**src/rtl/cmc_pkg.sv**
```systemverilog
package cmc_pkg;
  typedef enum logic [1:0] {
    OP_RD     = 2'd0,
    OP_WR     = 2'd1,
    OP_UNLOCK = 2'd2,
    OP_INVAL  = 2'd3
  } cmc_op_e;
endpackage

```
**src/rtl/cmc_lru.sv**
```systemverilog
// Per-set true LRU as age ranks: 0 = most recent, WAYS-1 = oldest.
module cmc_lru #(
  parameter int SETS  = 4,
  parameter int WAYS  = 4,
  parameter int SET_W = 2,
  parameter int WAY_W = 2
) (
  input  logic                        clk_i,
  input  logic                        rst_ni,
  input  logic [SET_W-1:0]            rd_set_i,
  output logic [WAYS-1:0][WAY_W-1:0]  age_o,
  input  logic                        touch_i,
  input  logic [SET_W-1:0]            touch_set_i,
  input  logic [WAY_W-1:0]            touch_way_i
);
  logic [SETS-1:0][WAYS-1:0][WAY_W-1:0] age_q, age_d;
  logic [WAY_W-1:0] old_age;

  assign old_age = age_q[touch_set_i][touch_way_i];

  always_comb begin
    age_d = age_q;
    if (touch_i) begin
      for (int w = 0; w < WAYS; w++) begin
        if (w == int'(touch_way_i))
          age_d[touch_set_i][w] = '0;
        else if (age_q[touch_set_i][w] < old_age)
          age_d[touch_set_i][w] = age_q[touch_set_i][w] + WAY_W'(1);
      end
    end
  end

  always_ff @(posedge clk_i or negedge rst_ni) begin
    if (!rst_ni) begin
      for (int s = 0; s < SETS; s++)
        for (int w = 0; w < WAYS; w++)
          age_q[s][w] <= WAY_W'(w);
    end else begin
      age_q <= age_d;
    end
  end

  assign age_o = age_q[rd_set_i];
endmodule

```
**src/rtl/cmc_quota.sv**
```systemverilog
// Quota registers and occupancy counters, one slice per client.
module cmc_quota #(
  parameter int CLIENTS   = 4,
  parameter int CID_W     = 2,
  parameter int OCC_W     = 5,
  parameter int DEF_QUOTA = 16
) (
  input  logic                            clk_i,
  input  logic                            rst_ni,
  input  logic                            cfg_we_i,
  input  logic [CID_W-1:0]                cfg_client_i,
  input  logic [OCC_W-1:0]                cfg_quota_i,
  input  logic                            inc_i,
  input  logic [CID_W-1:0]                inc_client_i,
  input  logic                            dec_i,
  input  logic [CID_W-1:0]                dec_client_i,
  output logic [CLIENTS-1:0][OCC_W-1:0]   occ_o,
  output logic [CLIENTS-1:0][OCC_W-1:0]   quota_o
);
  for (genvar c = 0; c < CLIENTS; c++) begin : g_cl
    logic [OCC_W-1:0] occ_r, quota_r;
    logic up, down;
    assign up   = inc_i && (inc_client_i == CID_W'(c));
    assign down = dec_i && (dec_client_i == CID_W'(c));

    always_ff @(posedge clk_i or negedge rst_ni) begin
      if (!rst_ni) begin
        occ_r   <= '0;
        quota_r <= OCC_W'(DEF_QUOTA);
      end else begin
        if (cfg_we_i && cfg_client_i == CID_W'(c)) quota_r <= cfg_quota_i;
        case ({up, down})
          2'b10:   occ_r <= occ_r + OCC_W'(1);
          2'b01:   occ_r <= occ_r - OCC_W'(1);
          default: ;
        endcase
      end
    end

    assign occ_o[c]   = occ_r;
    assign quota_o[c] = quota_r;
  end
endmodule

```
**src/rtl/cmc_victim.sv**
```systemverilog
// Victim choice for one set under the quota rules.
module cmc_victim #(
  parameter int WAYS    = 4,
  parameter int WAY_W   = 2,
  parameter int CLIENTS = 4,
  parameter int CID_W   = 2,
  parameter int OCC_W   = 5
) (
  input  logic [WAYS-1:0]                valid_i,
  input  logic [WAYS-1:0]                lock_i,
  input  logic [WAYS-1:0][CID_W-1:0]     owner_i,
  input  logic [WAYS-1:0][WAY_W-1:0]     age_i,
  input  logic [CLIENTS-1:0][OCC_W-1:0]  occ_i,
  input  logic [CLIENTS-1:0][OCC_W-1:0]  quota_i,
  input  logic [CID_W-1:0]               req_client_i,
  output logic                           under_o,
  output logic                           found_o,
  output logic [WAY_W-1:0]               way_o
);
  logic [WAYS-1:0] own_m, over_m, inv_m, cand_m;
  logic use_inv;
  logic [WAY_W-1:0] best_age;

  always_comb begin
    under_o = occ_i[req_client_i] < quota_i[req_client_i];
    for (int w = 0; w < WAYS; w++) begin
      own_m[w]  = valid_i[w] && !lock_i[w] && (owner_i[w] == req_client_i);
      over_m[w] = valid_i[w] && !lock_i[w] &&
                  (occ_i[owner_i[w]] > quota_i[owner_i[w]]);
    end
    inv_m   = ~valid_i;
    use_inv = under_o && (|inv_m);
    cand_m  = under_o ? over_m : own_m;

    found_o  = 1'b0;
    way_o    = '0;
    best_age = '0;
    for (int w = 0; w < WAYS; w++) begin
      if (use_inv) begin
        if (inv_m[w] && !found_o) begin
          found_o = 1'b1;
          way_o   = WAY_W'(w);
        end
      end else if (cand_m[w] && (!found_o || age_i[w] > best_age)) begin
        found_o  = 1'b1;
        way_o    = WAY_W'(w);
        best_age = age_i[w];
      end
    end
  end
endmodule

```
**src/rtl/cmc_ctrl.sv**
```systemverilog
module cmc_ctrl
  import cmc_pkg::*;
#(
  parameter int ADDR_W    = 12,
  parameter int SETS      = 4,
  parameter int WAYS      = 4,
  parameter int CLIENTS   = 4,
  parameter int STREAM_W  = 4,
  parameter int IDX_W     = 8,
  parameter int MAX_LOCK  = WAYS - 1,
  parameter int DEF_QUOTA = SETS * WAYS,
  localparam int SET_W    = $clog2(SETS),
  localparam int TAG_W    = ADDR_W - SET_W,
  localparam int WAY_W    = $clog2(WAYS),
  localparam int CID_W    = $clog2(CLIENTS),
  localparam int SLOG_W   = $clog2(IDX_W),
  localparam int OCC_W    = $clog2(SETS * WAYS + 1),
  localparam int LCNT_W   = $clog2(WAYS + 1)
) (
  input  logic                      clk_i,
  input  logic                      rst_ni,
  input  logic                      req_valid_i,
  output logic                      req_ready_o,
  input  logic [CID_W-1:0]          req_client_i,
  input  logic [STREAM_W-1:0]       req_stream_i,
  input  logic [ADDR_W-1:0]         req_addr_i,
  input  logic [1:0]                req_op_i,
  input  logic                      req_lock_i,
  input  logic [SLOG_W-1:0]         req_stride_log_i,
  input  logic [IDX_W-1:0]          req_obj_idx_i,
  output logic                      rsp_valid_o,
  output logic                      rsp_hit_o,
  output logic                      rsp_alloc_o,
  output logic                      rsp_locked_o,
  output logic                      rsp_evict_o,
  output logic [ADDR_W-1:0]         rsp_evict_addr_o,
  output logic                      rsp_evict_dirty_o,
  output logic [STREAM_W-1:0]       rsp_evict_stream_o,
  input  logic                      cfg_we_i,
  input  logic [CID_W-1:0]          cfg_client_i,
  input  logic [OCC_W-1:0]          cfg_quota_i,
  output logic [CLIENTS*OCC_W-1:0]  occ_o
);
  cmc_op_e op;
  assign op          = cmc_op_e'(req_op_i);
  assign req_ready_o = 1'b1;

  // tag store
  logic [SETS-1:0][WAYS-1:0]                valid_q, lock_q, dirty_q;
  logic [SETS-1:0][WAYS-1:0][TAG_W-1:0]     tag_q;
  logic [SETS-1:0][WAYS-1:0][CID_W-1:0]     owner_q;
  logic [SETS-1:0][WAYS-1:0][STREAM_W-1:0]  stream_q;

  logic [SET_W-1:0] set_idx;
  logic [TAG_W-1:0] req_tag;
  assign set_idx = req_addr_i[SET_W-1:0];
  assign req_tag = req_addr_i[ADDR_W-1:SET_W];

  logic [WAYS-1:0]                set_valid, set_lock, set_dirty;
  logic [WAYS-1:0][TAG_W-1:0]     set_tag;
  logic [WAYS-1:0][CID_W-1:0]     set_owner;
  logic [WAYS-1:0][STREAM_W-1:0]  set_stream;
  assign set_valid  = valid_q[set_idx];
  assign set_lock   = lock_q[set_idx];
  assign set_dirty  = dirty_q[set_idx];
  assign set_tag    = tag_q[set_idx];
  assign set_owner  = owner_q[set_idx];
  assign set_stream = stream_q[set_idx];

  // lookup
  logic [WAYS-1:0]  hit_vec;
  logic             hit;
  logic [WAY_W-1:0] hit_way;
  always_comb begin
    hit_way = '0;
    for (int w = 0; w < WAYS; w++) begin
      hit_vec[w] = set_valid[w] && (set_tag[w] == req_tag);
      if (hit_vec[w]) hit_way = WAY_W'(w);
    end
  end
  assign hit = |hit_vec;

  logic [LCNT_W-1:0] lock_cnt;
  logic              lock_room;
  assign lock_cnt  = LCNT_W'($countones(set_lock));
  assign lock_room = lock_cnt < LCNT_W'(MAX_LOCK);

  logic [IDX_W-1:0] idx_mask;
  logic             sparse_ok;
  assign idx_mask  = ~({IDX_W{1'b1}} << req_stride_log_i);
  assign sparse_ok = (req_obj_idx_i & idx_mask) == '0;

  // replacement and quota state
  logic [WAYS-1:0][WAY_W-1:0]      set_age;
  logic [CLIENTS-1:0][OCC_W-1:0]   occ, quota;
  logic                            vic_found, req_under;
  logic [WAY_W-1:0]                vic_way;

  logic is_access, fire, alloc_en, evict_alloc, inval_en, unlock_en;
  logic lock_on_hit, alloc_lock, touch, evict_any;
  logic [WAY_W-1:0] ev_way;
  logic [CID_W-1:0] dec_client;

  assign fire        = req_valid_i;
  assign is_access   = (op == OP_RD) || (op == OP_WR);
  assign alloc_en    = fire && is_access && !hit && sparse_ok && vic_found;
  assign evict_alloc = alloc_en && set_valid[vic_way];
  assign inval_en    = fire && (op == OP_INVAL) && hit;
  assign unlock_en   = fire && (op == OP_UNLOCK) && hit;
  assign lock_on_hit = fire && is_access && hit && req_lock_i &&
                       !set_lock[hit_way] && lock_room;
  assign alloc_lock  = req_lock_i && lock_room;
  assign touch       = fire && is_access && (hit || alloc_en);
  assign evict_any   = evict_alloc || inval_en;
  assign ev_way      = inval_en ? hit_way : vic_way;
  assign dec_client  = set_owner[ev_way];

  cmc_lru #(
    .SETS(SETS), .WAYS(WAYS), .SET_W(SET_W), .WAY_W(WAY_W)
  ) u_lru (
    .clk_i      (clk_i),
    .rst_ni     (rst_ni),
    .rd_set_i   (set_idx),
    .age_o      (set_age),
    .touch_i    (touch),
    .touch_set_i(set_idx),
    .touch_way_i(hit ? hit_way : vic_way)
  );

  cmc_quota #(
    .CLIENTS(CLIENTS), .CID_W(CID_W), .OCC_W(OCC_W), .DEF_QUOTA(DEF_QUOTA)
  ) u_quota (
    .clk_i       (clk_i),
    .rst_ni      (rst_ni),
    .cfg_we_i    (cfg_we_i),
    .cfg_client_i(cfg_client_i),
    .cfg_quota_i (cfg_quota_i),
    .inc_i       (alloc_en),
    .inc_client_i(req_client_i),
    .dec_i       (evict_any),
    .dec_client_i(dec_client),
    .occ_o       (occ),
    .quota_o     (quota)
  );

  cmc_victim #(
    .WAYS(WAYS), .WAY_W(WAY_W), .CLIENTS(CLIENTS), .CID_W(CID_W), .OCC_W(OCC_W)
  ) u_victim (
    .valid_i     (set_valid),
    .lock_i      (set_lock),
    .owner_i     (set_owner),
    .age_i       (set_age),
    .occ_i       (occ),
    .quota_i     (quota),
    .req_client_i(req_client_i),
    .under_o     (req_under),
    .found_o     (vic_found),
    .way_o       (vic_way)
  );

  // tag store update
  always_ff @(posedge clk_i or negedge rst_ni) begin
    if (!rst_ni) begin
      valid_q  <= '0;
      lock_q   <= '0;
      dirty_q  <= '0;
      tag_q    <= '0;
      owner_q  <= '0;
      stream_q <= '0;
    end else begin
      if (alloc_en) begin
        valid_q[set_idx][vic_way]  <= 1'b1;
        tag_q[set_idx][vic_way]    <= req_tag;
        owner_q[set_idx][vic_way]  <= req_client_i;
        stream_q[set_idx][vic_way] <= req_stream_i;
        dirty_q[set_idx][vic_way]  <= (op == OP_WR);
        lock_q[set_idx][vic_way]   <= alloc_lock;
      end
      if (fire && hit && op == OP_WR) dirty_q[set_idx][hit_way] <= 1'b1;
      if (lock_on_hit) lock_q[set_idx][hit_way] <= 1'b1;
      if (unlock_en)   lock_q[set_idx][hit_way] <= 1'b0;
      if (inval_en) begin
        valid_q[set_idx][hit_way] <= 1'b0;
        lock_q[set_idx][hit_way]  <= 1'b0;
        dirty_q[set_idx][hit_way] <= 1'b0;
      end
    end
  end

  // response
  always_ff @(posedge clk_i or negedge rst_ni) begin
    if (!rst_ni) begin
      rsp_valid_o        <= 1'b0;
      rsp_hit_o          <= 1'b0;
      rsp_alloc_o        <= 1'b0;
      rsp_locked_o       <= 1'b0;
      rsp_evict_o        <= 1'b0;
      rsp_evict_addr_o   <= '0;
      rsp_evict_dirty_o  <= 1'b0;
      rsp_evict_stream_o <= '0;
    end else begin
      rsp_valid_o  <= fire;
      rsp_hit_o    <= fire && hit;
      rsp_alloc_o  <= alloc_en;
      rsp_locked_o <= fire && is_access &&
                      (hit ? (set_lock[hit_way] || lock_on_hit) : (alloc_en && alloc_lock));
      rsp_evict_o        <= evict_any;
      rsp_evict_addr_o   <= evict_any ? {set_tag[ev_way], set_idx} : '0;
      rsp_evict_dirty_o  <= evict_any && set_dirty[ev_way];
      rsp_evict_stream_o <= evict_any ? set_stream[ev_way] : '0;
    end
  end

  for (genvar c = 0; c < CLIENTS; c++) begin : g_occ
    assign occ_o[c*OCC_W +: OCC_W] = occ[c];
  end
endmodule

```
**config.mk**
```make
export PLATFORM = sky130hd
export DESIGN_NAME = cmc_ctrl
export DESIGN_NICKNAME = d
export VERILOG_FILES = /design/src/rtl/cmc_pkg.sv /design/src/rtl/cmc_lru.sv /design/src/rtl/cmc_quota.sv /design/src/rtl/cmc_victim.sv /design/src/rtl/cmc_ctrl.sv
export SDC_FILE = /design/constraint.sdc
export NUM_CORES = 1
export LEC_CHECK = 0
export BUFFER_PORTS_ARGS = -buffer_cell sky130_fd_sc_hd__buf_4
export CORE_ASPECT_RATIO = 0.6
export CORE_MARGIN = 2
export CORE_UTILIZATION = 63
export DETAILED_ROUTE_END_ITERATION = 7
export PLACE_DENSITY = 0.83
export SLEW_MARGIN = 20
export SYNTH_ARGS = -nofsm -noshare
export SYNTH_HDL_FRONTEND = slang
export SYNTH_SLANG_ARGS = --single-unit
```
**constraint.sdc**
```tcl
create_clock -name clk_i -period 9.9 [get_ports clk_i]
set_input_delay 0.495 -clock clk_i [delete_from_list [all_inputs] [get_ports clk_i]]
set_output_delay 0.495 -clock clk_i [all_outputs]
set_load 0.005 [all_outputs]
```
==> flow_summary.ini, run 1 <==
[status]
outcome = finished, violations left
failed_checks = hold timing

[logic_synthesis]
ys_seq_area_frac = 0.434
synth_top_area_cell = sky130_fd_sc_hd__dfrtp_1
yosys_most_used_dff = sky130_fd_sc_hd__dfrtp_1
ys_warn_count = 0
synth.top_cell.area_share = 0.411
synth_cell_type_count = 96
synthesis.nets = 1956
postSynthRegisterBits = 398
synth-edff-count = 0
syn_area_per_cell_um2 = 12.4
synthesis.instances = 1856
netlist_area_um2 = 23000
synth_top_cells_by_area = sky130_fd_sc_hd__dfrtp_1, sky130_fd_sc_hd__mux2_2, sky130_fd_sc_hd__mux4_2
async_flop_share = 1.00

[clocking]
cts.path.max_buffers = 3
tritoncts_num_sinks = 398
cts_inserted_buffers = 38
insertion_delay_ps = 570
cts_htree_levels = 2
cts.clk_slew.worst_paths_ps = 60
tritoncts = done
clock_tree.root_cell = sky130_fd_sc_hd__clkbuf_16

[finish]
layout_commonest_cell = sky130_fd_sc_hd__dfrtp_1
fin_util = 0.697
num-nets-final = 1988
final_cell_count_no_fill = 2390
synthToLayoutAreaGrowth_pct = 9.67
stdcell_area_um2 = 25200
diodes = 0
most-common-layout-cells = sky130_fd_sc_hd__dfrtp_1, sky130_fd_sc_hd__mux2_2, sky130_fd_sc_hd__mux4_2
drive_gt1_frac = 0.341
layout.filler_cells = 2456

[timing]
setup_violations = 0
worst_pin_slew_ps = 1170
relSlewSlack = 0.218
timing.final.crit_period_ps = 9290
hold_violations = 19
maxClockFrequency_ghz = 0.108
finClkSkew_ps = 26.5
finalHoldWorstSlack_ps = -39.2
final.period_utilization = 0.938
report.final.slew_viol_count = 0

[worst_setup_path]
critical_path.max_stage_delay_ps = 490
r2r_end = u_quota.g_cl[1].occ_r[4]$_DFFE_PN0P_
cpMostUsedCell = sky130_fd_sc_hd__ha_1
reg2reg_depth = 43
critPathCaptureType = flop
timing.critical_path.fanout_max = 9
cp.required_ps = 10330
worst_setup_path_start_kind = flop
r2r_slack_ps = 610
critical_register_to_register_path_startpoint = owner_q[16]$_DFFE_PN0P_
worst-setup-path-type = reg2reg
worst-endpoint-arrival_ps = 9720
slowest_cell_on_the_critical_path = sky130_fd_sc_hd__mux4_2

[floorplan]
die_x_um = 251
start_util = 0.636
fp-row-count = 54
dieHeight_um = 152
core_um2 = 36100
number_of_primary_i_o_pins = 86
fp.dieArea_um2 = 38100

[route]
vias = 16800
routed_wl_mm = 63.5
drt_first_pass_iters = 7
drt_first_iter_violations = 2022
remaining_drc_errors = 0
vias_per_cell = 7.03
routed_wire_length_per_instance_um = 26.6
ant_nets = 0

[grt]
antenna_found_initial = 1
overflow = 0
groute.usage.overall = 0.339
largest_net_degree_at_the_start_of_global_routing = 164
first_global_vias = 17000
grt_first_pass_wirelength_mm = 99.4

[pwr]
p_per_area_nw_per_um2 = 219
leakage_nw = 11.7
worst_ir_drop_vdd_mv = 0.162

[place]
postPlaceCellArea_um2 = 23900
placedCellCount = 2319
placed_wire_length_estimate_after_detailed_placement_mm = 42.0
place_congestion = 0.939
io_buffer_count = 83

[hold_path]
class_of_the_tightest_hold_or_removal_check = in2async

[job]
cap_viol_max_count = 0
-- routing by layer --
layer / share of wire / global-route usage / vias up
met4: 0.035 / 0.117 / 0
met3: 0.11 / 0.0942 / 194
met2: 0.43 / 0.478 / 1000
met1: 0.42 / 0.508 / 8567
met5: 0 / 0 / -
li1: - / - / 7032
-- synth_stat cells (all sizes together) (9+ instances only) --
library cell	number
dfrtp	378
mux2	297
mux4	133
nand2	107
nor2	78
clkbuf	73
inv	73
a21oi	67
o21ai	63
xnor2	60
buf	58
ha	52
mux2i	33
nand3	33
a211oi	26
dfstp	20
o311ai	18
nor3	17
or3	16
a22oi	15
nand4	15
nor2b	15
a31oi	14
a21boi	13
a21o	13
nor4	13
xor2	12
nand2b	10
o22ai	10
a22o	9
and3	9
-- kinds of logic after synthesis --
logic type,share of synthesized area
AOI/OAI and AO/OA,0.0909
xor gates and xnor gates,0.0281
adders and majority gates,0.0327
buffers and inverters,0.0421
DFF,0.434
muxes,0.292
other,0.000163
and+or+nand+nor,0.0796
-- stage by stage --
step                hold slack [ps]  TNS (ps)  setup slack [ps]  power (mW)
finish                        -39.2         0               610        5.51
detailed placement              460         0               194        3.91
CTS                            16.5         0               437        5.44
global route                   59.2     -53.6             -26.8        5.75
global placement                449         0               592        3.81
floorplan                       199         0               775        3.38
-- how the worst max path moves through the flow --
stage / startpoint / end / slack [ps] / cells after the start
floorplan: req_addr_i[1] / u_quota.g_cl[2].occ_r[4]$_DFFE_PN0P_ / 780 / 44
global placement: req_addr_i[0] / u_quota.g_cl[0].occ_r[4]$_DFFE_PN0P_ / 590 / 41
detailed placement: req_addr_i[0] / u_quota.g_cl[0].occ_r[4]$_DFFE_PN0P_ / 190 / 42
CTS: owner_q[16]$_DFFE_PN0P_ / u_quota.g_cl[0].occ_r[4]$_DFFE_PN0P_ / 440 / 41
global route: owner_q[0]$_DFFE_PN0P_ / u_quota.g_cl[0].occ_r[4]$_DFFE_PN0P_ / -30 / 41
finish: owner_q[16]$_DFFE_PN0P_ / u_quota.g_cl[1].occ_r[4]$_DFFE_PN0P_ / 610 / 43
-- registers in the layout (all words and copies together), names as in the netlist --
signal                cells
rsp_locked_o              1
tag_q                   160
u_quota.g_cl.quota_r     20
rsp_evict_dirty_o         1
rsp_alloc_o               1
dirty_q                  16
rsp_evict_o               1
rsp_evict_stream_o        4
u_lru.age_q              32
rsp_evict_addr_o         12
rsp_hit_o                 1
lock_q                   16
stream_q                 64
rsp_valid_o               1
owner_q                  32
valid_q                  16
u_quota.g_cl.occ_r       20
-- power breakdown --
part | switching, mW | internal [mW]
Combinational | 1.06 | 0.837
Clock | 0.658 | 0.878
Sequential | 0.199 | 1.88
Total | 1.91 | 3.60
-- final cells by class --
type	instances	area, µm²	area share
inverter	74	278	0.0110
timing repair buffer	123	980	0.0389
clock buffer	55	1140	0.0451
clock inverter	11	155	0.00615
multi-input combinational	1253	12100	0.479
tap	476	596	0.0236
sequential	398	9980	0.396
-- worst max-delay path: cells and delay by family (launching register included) --
kind	cells	cell delay, ps
and+or+nand+nor	9	1380
buffers and inverters	4	600
DFF	1	390
AOI/OAI and AO/OA	19	3520
xor gates and xnor gates	2	290
adders and majority gates	6	1900
muxes	3	1050
-- what timing repair did --
action	4_1_cts	5_1_grt
setup buffers	0	5
hold buffers	0	0
endpoints found under the setup margin	0	25
hold endpoints to repair	0	0
resized for setup	0	6
Power figures use the tool's default switching activity.
==> run 2, diff against run 1 <==
--- a/config.mk
+++ b/config.mk
@@ -11,7 +11,7 @@
 export CORE_UTILIZATION = 63
 export DETAILED_ROUTE_END_ITERATION = 7
 export PLACE_DENSITY = 0.83
-export SLEW_MARGIN = 20
+export SLEW_MARGIN = 30
 export SYNTH_ARGS = -nofsm -noshare
 export SYNTH_HDL_FRONTEND = slang
 export SYNTH_SLANG_ARGS = --single-unit
==> constraint.sdc (replaced) <==
create_clock -name clk_i -period 9.9 [get_ports clk_i]
set_input_delay 1.485 -clock clk_i [delete_from_list [all_inputs] [get_ports clk_i]]
set_output_delay 1.485 -clock clk_i [all_outputs]
set_load 0.005 [all_outputs]
==> run 2 against run 1 <==
Net effect:
- the run now ends clean
- global-route usage rose by 0.18 points
- highest routed layer unchanged
- final cell count rose by 1.9%
- die area did not move
- core utilization rose by 1.1 points
- clock power fell by 4%
- maximum frequency fell by 1.4%
- via count rose by 1.5%
- power rose by 1.1%
- non-clock buffer count rose by 45
- sequential power barely moved
==> flow_summary.ini, run 2 (synthesized netlist as in run 1, its figures left out) <==
[route]
drt_first_pass_iters = 7
ant_nets = 0
remaining_drc_errors = 0
drt_first_iter_violations = 2127
routed_wire_length_per_instance_um = 26.5
routed_wl_mm = 64.7
vias_per_cell = 7.00
vias = 17000

[clocking]
cts.hold.buffers_added = 0
tritoncts_num_sinks = 398
tritoncts = done
cts_htree_levels = 2
cts.path.max_buffers = 3
clock_tree.root_cell = sky130_fd_sc_hd__clkbuf_16
cts_inserted_buffers = 39
cts.clk_slew.worst_paths_ps = 60
insertion_delay_ps = 580

[finish]
diodes = 0
layout_commonest_cell = sky130_fd_sc_hd__dfrtp_1
top_reg_by_flops = tag_q
synthToLayoutAreaGrowth_pct = 11.3
drive_gt1_frac = 0.358
largest_reg_flops = 160
fin_util = 0.708
most-common-layout-cells = sky130_fd_sc_hd__dfrtp_1, sky130_fd_sc_hd__mux2_2, sky130_fd_sc_hd__buf_4
reg_top3 = tag_q (160), stream_q (64)
num-nets-final = 2035

[pwr]
power_switching_share = 0.355
cellInternalPower_mw = 3.59
net_sw_power_mw = 1.98
sequentialPowerShare = 0.374
p_per_area_nw_per_um2 = 218
combPwrFrac = 0.359
leakage_nw = 11.9
worst_ir_drop_vdd_mv = 0.176
design_power_total_mw = 5.57
pwr-share-clk = 0.266

[floorplan]
number_of_primary_i_o_pins = 86
dieHeight_um = 152
core_um2 = 36100
die_x_um = 251
fp-row-count = 54
fp.dieArea_um2 = 38100
start_util = 0.636

[worst_setup_path]
cp.required_ps = 10370
critical_path.max_stage_delay_ps = 690
cp-startpoint = req_addr_i[0]
worst_setup_path_start_kind = input port
worst-setup-path-type = in2reg
timing.critical_path.fanout_max = 12
slowest_cell_on_the_critical_path = sky130_fd_sc_hd__mux4_2
timing.critical_path.buf_inv = 3
path_delay_family = compound AO/OA/AOI/OAI gates
worst-endpoint-arrival_ps = 9890
critical_register_to_register_path_startpoint = owner_q[24]$_DFFE_PN0P_
cpMostUsedCell = sky130_fd_sc_hd__ha_1
critPathCaptureType = flop

[grt]
antenna_found_initial = 0
grt_first_pass_wirelength_mm = 100
first_global_vias = 17200
groute.usage.overall = 0.340
overflow = 0
largest_net_degree_at_the_start_of_global_routing = 156

[timing]
setup_violations = 0
report.final.slew_viol_count = 0
timing.final.crit_period_ps = 9420
hold_violations = 0
final.period_utilization = 0.952
finClkSkew_ps = 33.2
maxClockFrequency_ghz = 0.106
setup_tns_ps = 0
worst_pin_slew_ps = 1050
relSlewSlack = 0.291

[place]
placed_wire_length_estimate_after_detailed_placement_mm = 43.8
place_congestion = 0.956
io_buffer_count = 83

[hold_path]
worst_hold_launch = u_lru.age_q[5]$_DFFE_PN1P_
class_of_the_tightest_hold_or_removal_check = reg2reg

[status]
outcome = finished, final reports clean

[job]
cap_viol_max_count = 0
run 2: final timing paths:
check                                              to  slack (ps)  depth (start not counted)
min                        u_lru.age_q[5]$_DFFE_PN1P_         470                          2
max                        u_lru.age_q[4]$_DFFE_PN0P_         480                         40
min reg2reg                u_lru.age_q[5]$_DFFE_PN1P_         470                          2
max in group asynchronous    stream_q[34]$_DFFE_PN0P_        6780                          4
max reg2reg                u_lru.age_q[4]$_DFFE_PN0P_        1140                         40
min in group asynchronous  u_lru.age_q[4]$_DFFE_PN0P_         820                          1
run 2: routing by layer:
| metal | track usage | up-vias | part of all wire |
|---|---|---|---|
| li1 | - | 7113 | - |
| met5 | 0 | - | 0 |
| met3 | 0.0953 | 158 | 0.12 |
| met1 | 0.509 | 8716 | 0.41 |
| met2 | 0.497 | 1060 | 0.44 |
| met4 | 0.0850 | 0 | 0.023 |
run 2: power groups by stage:
| stage | clock (mW) | combinational, mW | sequential, mW |
|---|---|---|---|
| after floorplan | 0 | 1.36 | 2.02 |
| after global placement | 0 | 1.79 | 2.07 |
| after detailed placement | 0 | 1.88 | 2.10 |
| after CTS | 1.49 | 1.90 | 2.07 |
| after global routing | 1.56 | 2.14 | 2.11 |
| final | 1.48 | 2.00 | 2.09 |
run 2: area by class of cell:
cell class / count / area (µm²)
Multi-Input combinational cell: 1254 / 12200
Clock buffer: 54 / 1110
Timing Repair Buffer: 168 / 1330
Fill cell: 2412 / 10600
Sequential cell: 398 / 9980
Clock inverter: 12 / 110
Tap cell: 476 / 596
Inverter: 74 / 278
run 2: stage by stage:
stage / cells / instance area, µm² / hold WS [ps] / setup slack, ps
after CTS: 2431 / 25400 / 474 / 101
final: 2436 / 25600 / 474 / 477
after detailed placement: 2364 / 24200 / 461 / -531
after global routing: 2436 / 25600 / 490 / -99.0
after floorplan: 1856 / 23000 / 438 / 75.7
after global placement: 2364 / 24200 / 449 / -119
run 2: timing repair:
item,4_1_cts,5_1_grt
gates resized for setup,0,17
pin swaps,0,3
endpoints found under the setup margin,1,46
gates cloned,0,1
buffers inserted,1,3
run 2: worst register-to-register path: cells and delay by family, from the launching register on:
| family | cells | cell delay [ps] |
|---|---|---|
| compound gates | 19 | 3030 |
| simple gates | 11 | 2110 |
| fa+ha+maj | 5 | 1470 |
| mux | 3 | 1330 |
| flops | 1 | 420 |
| buf+inv | 2 | 290 |
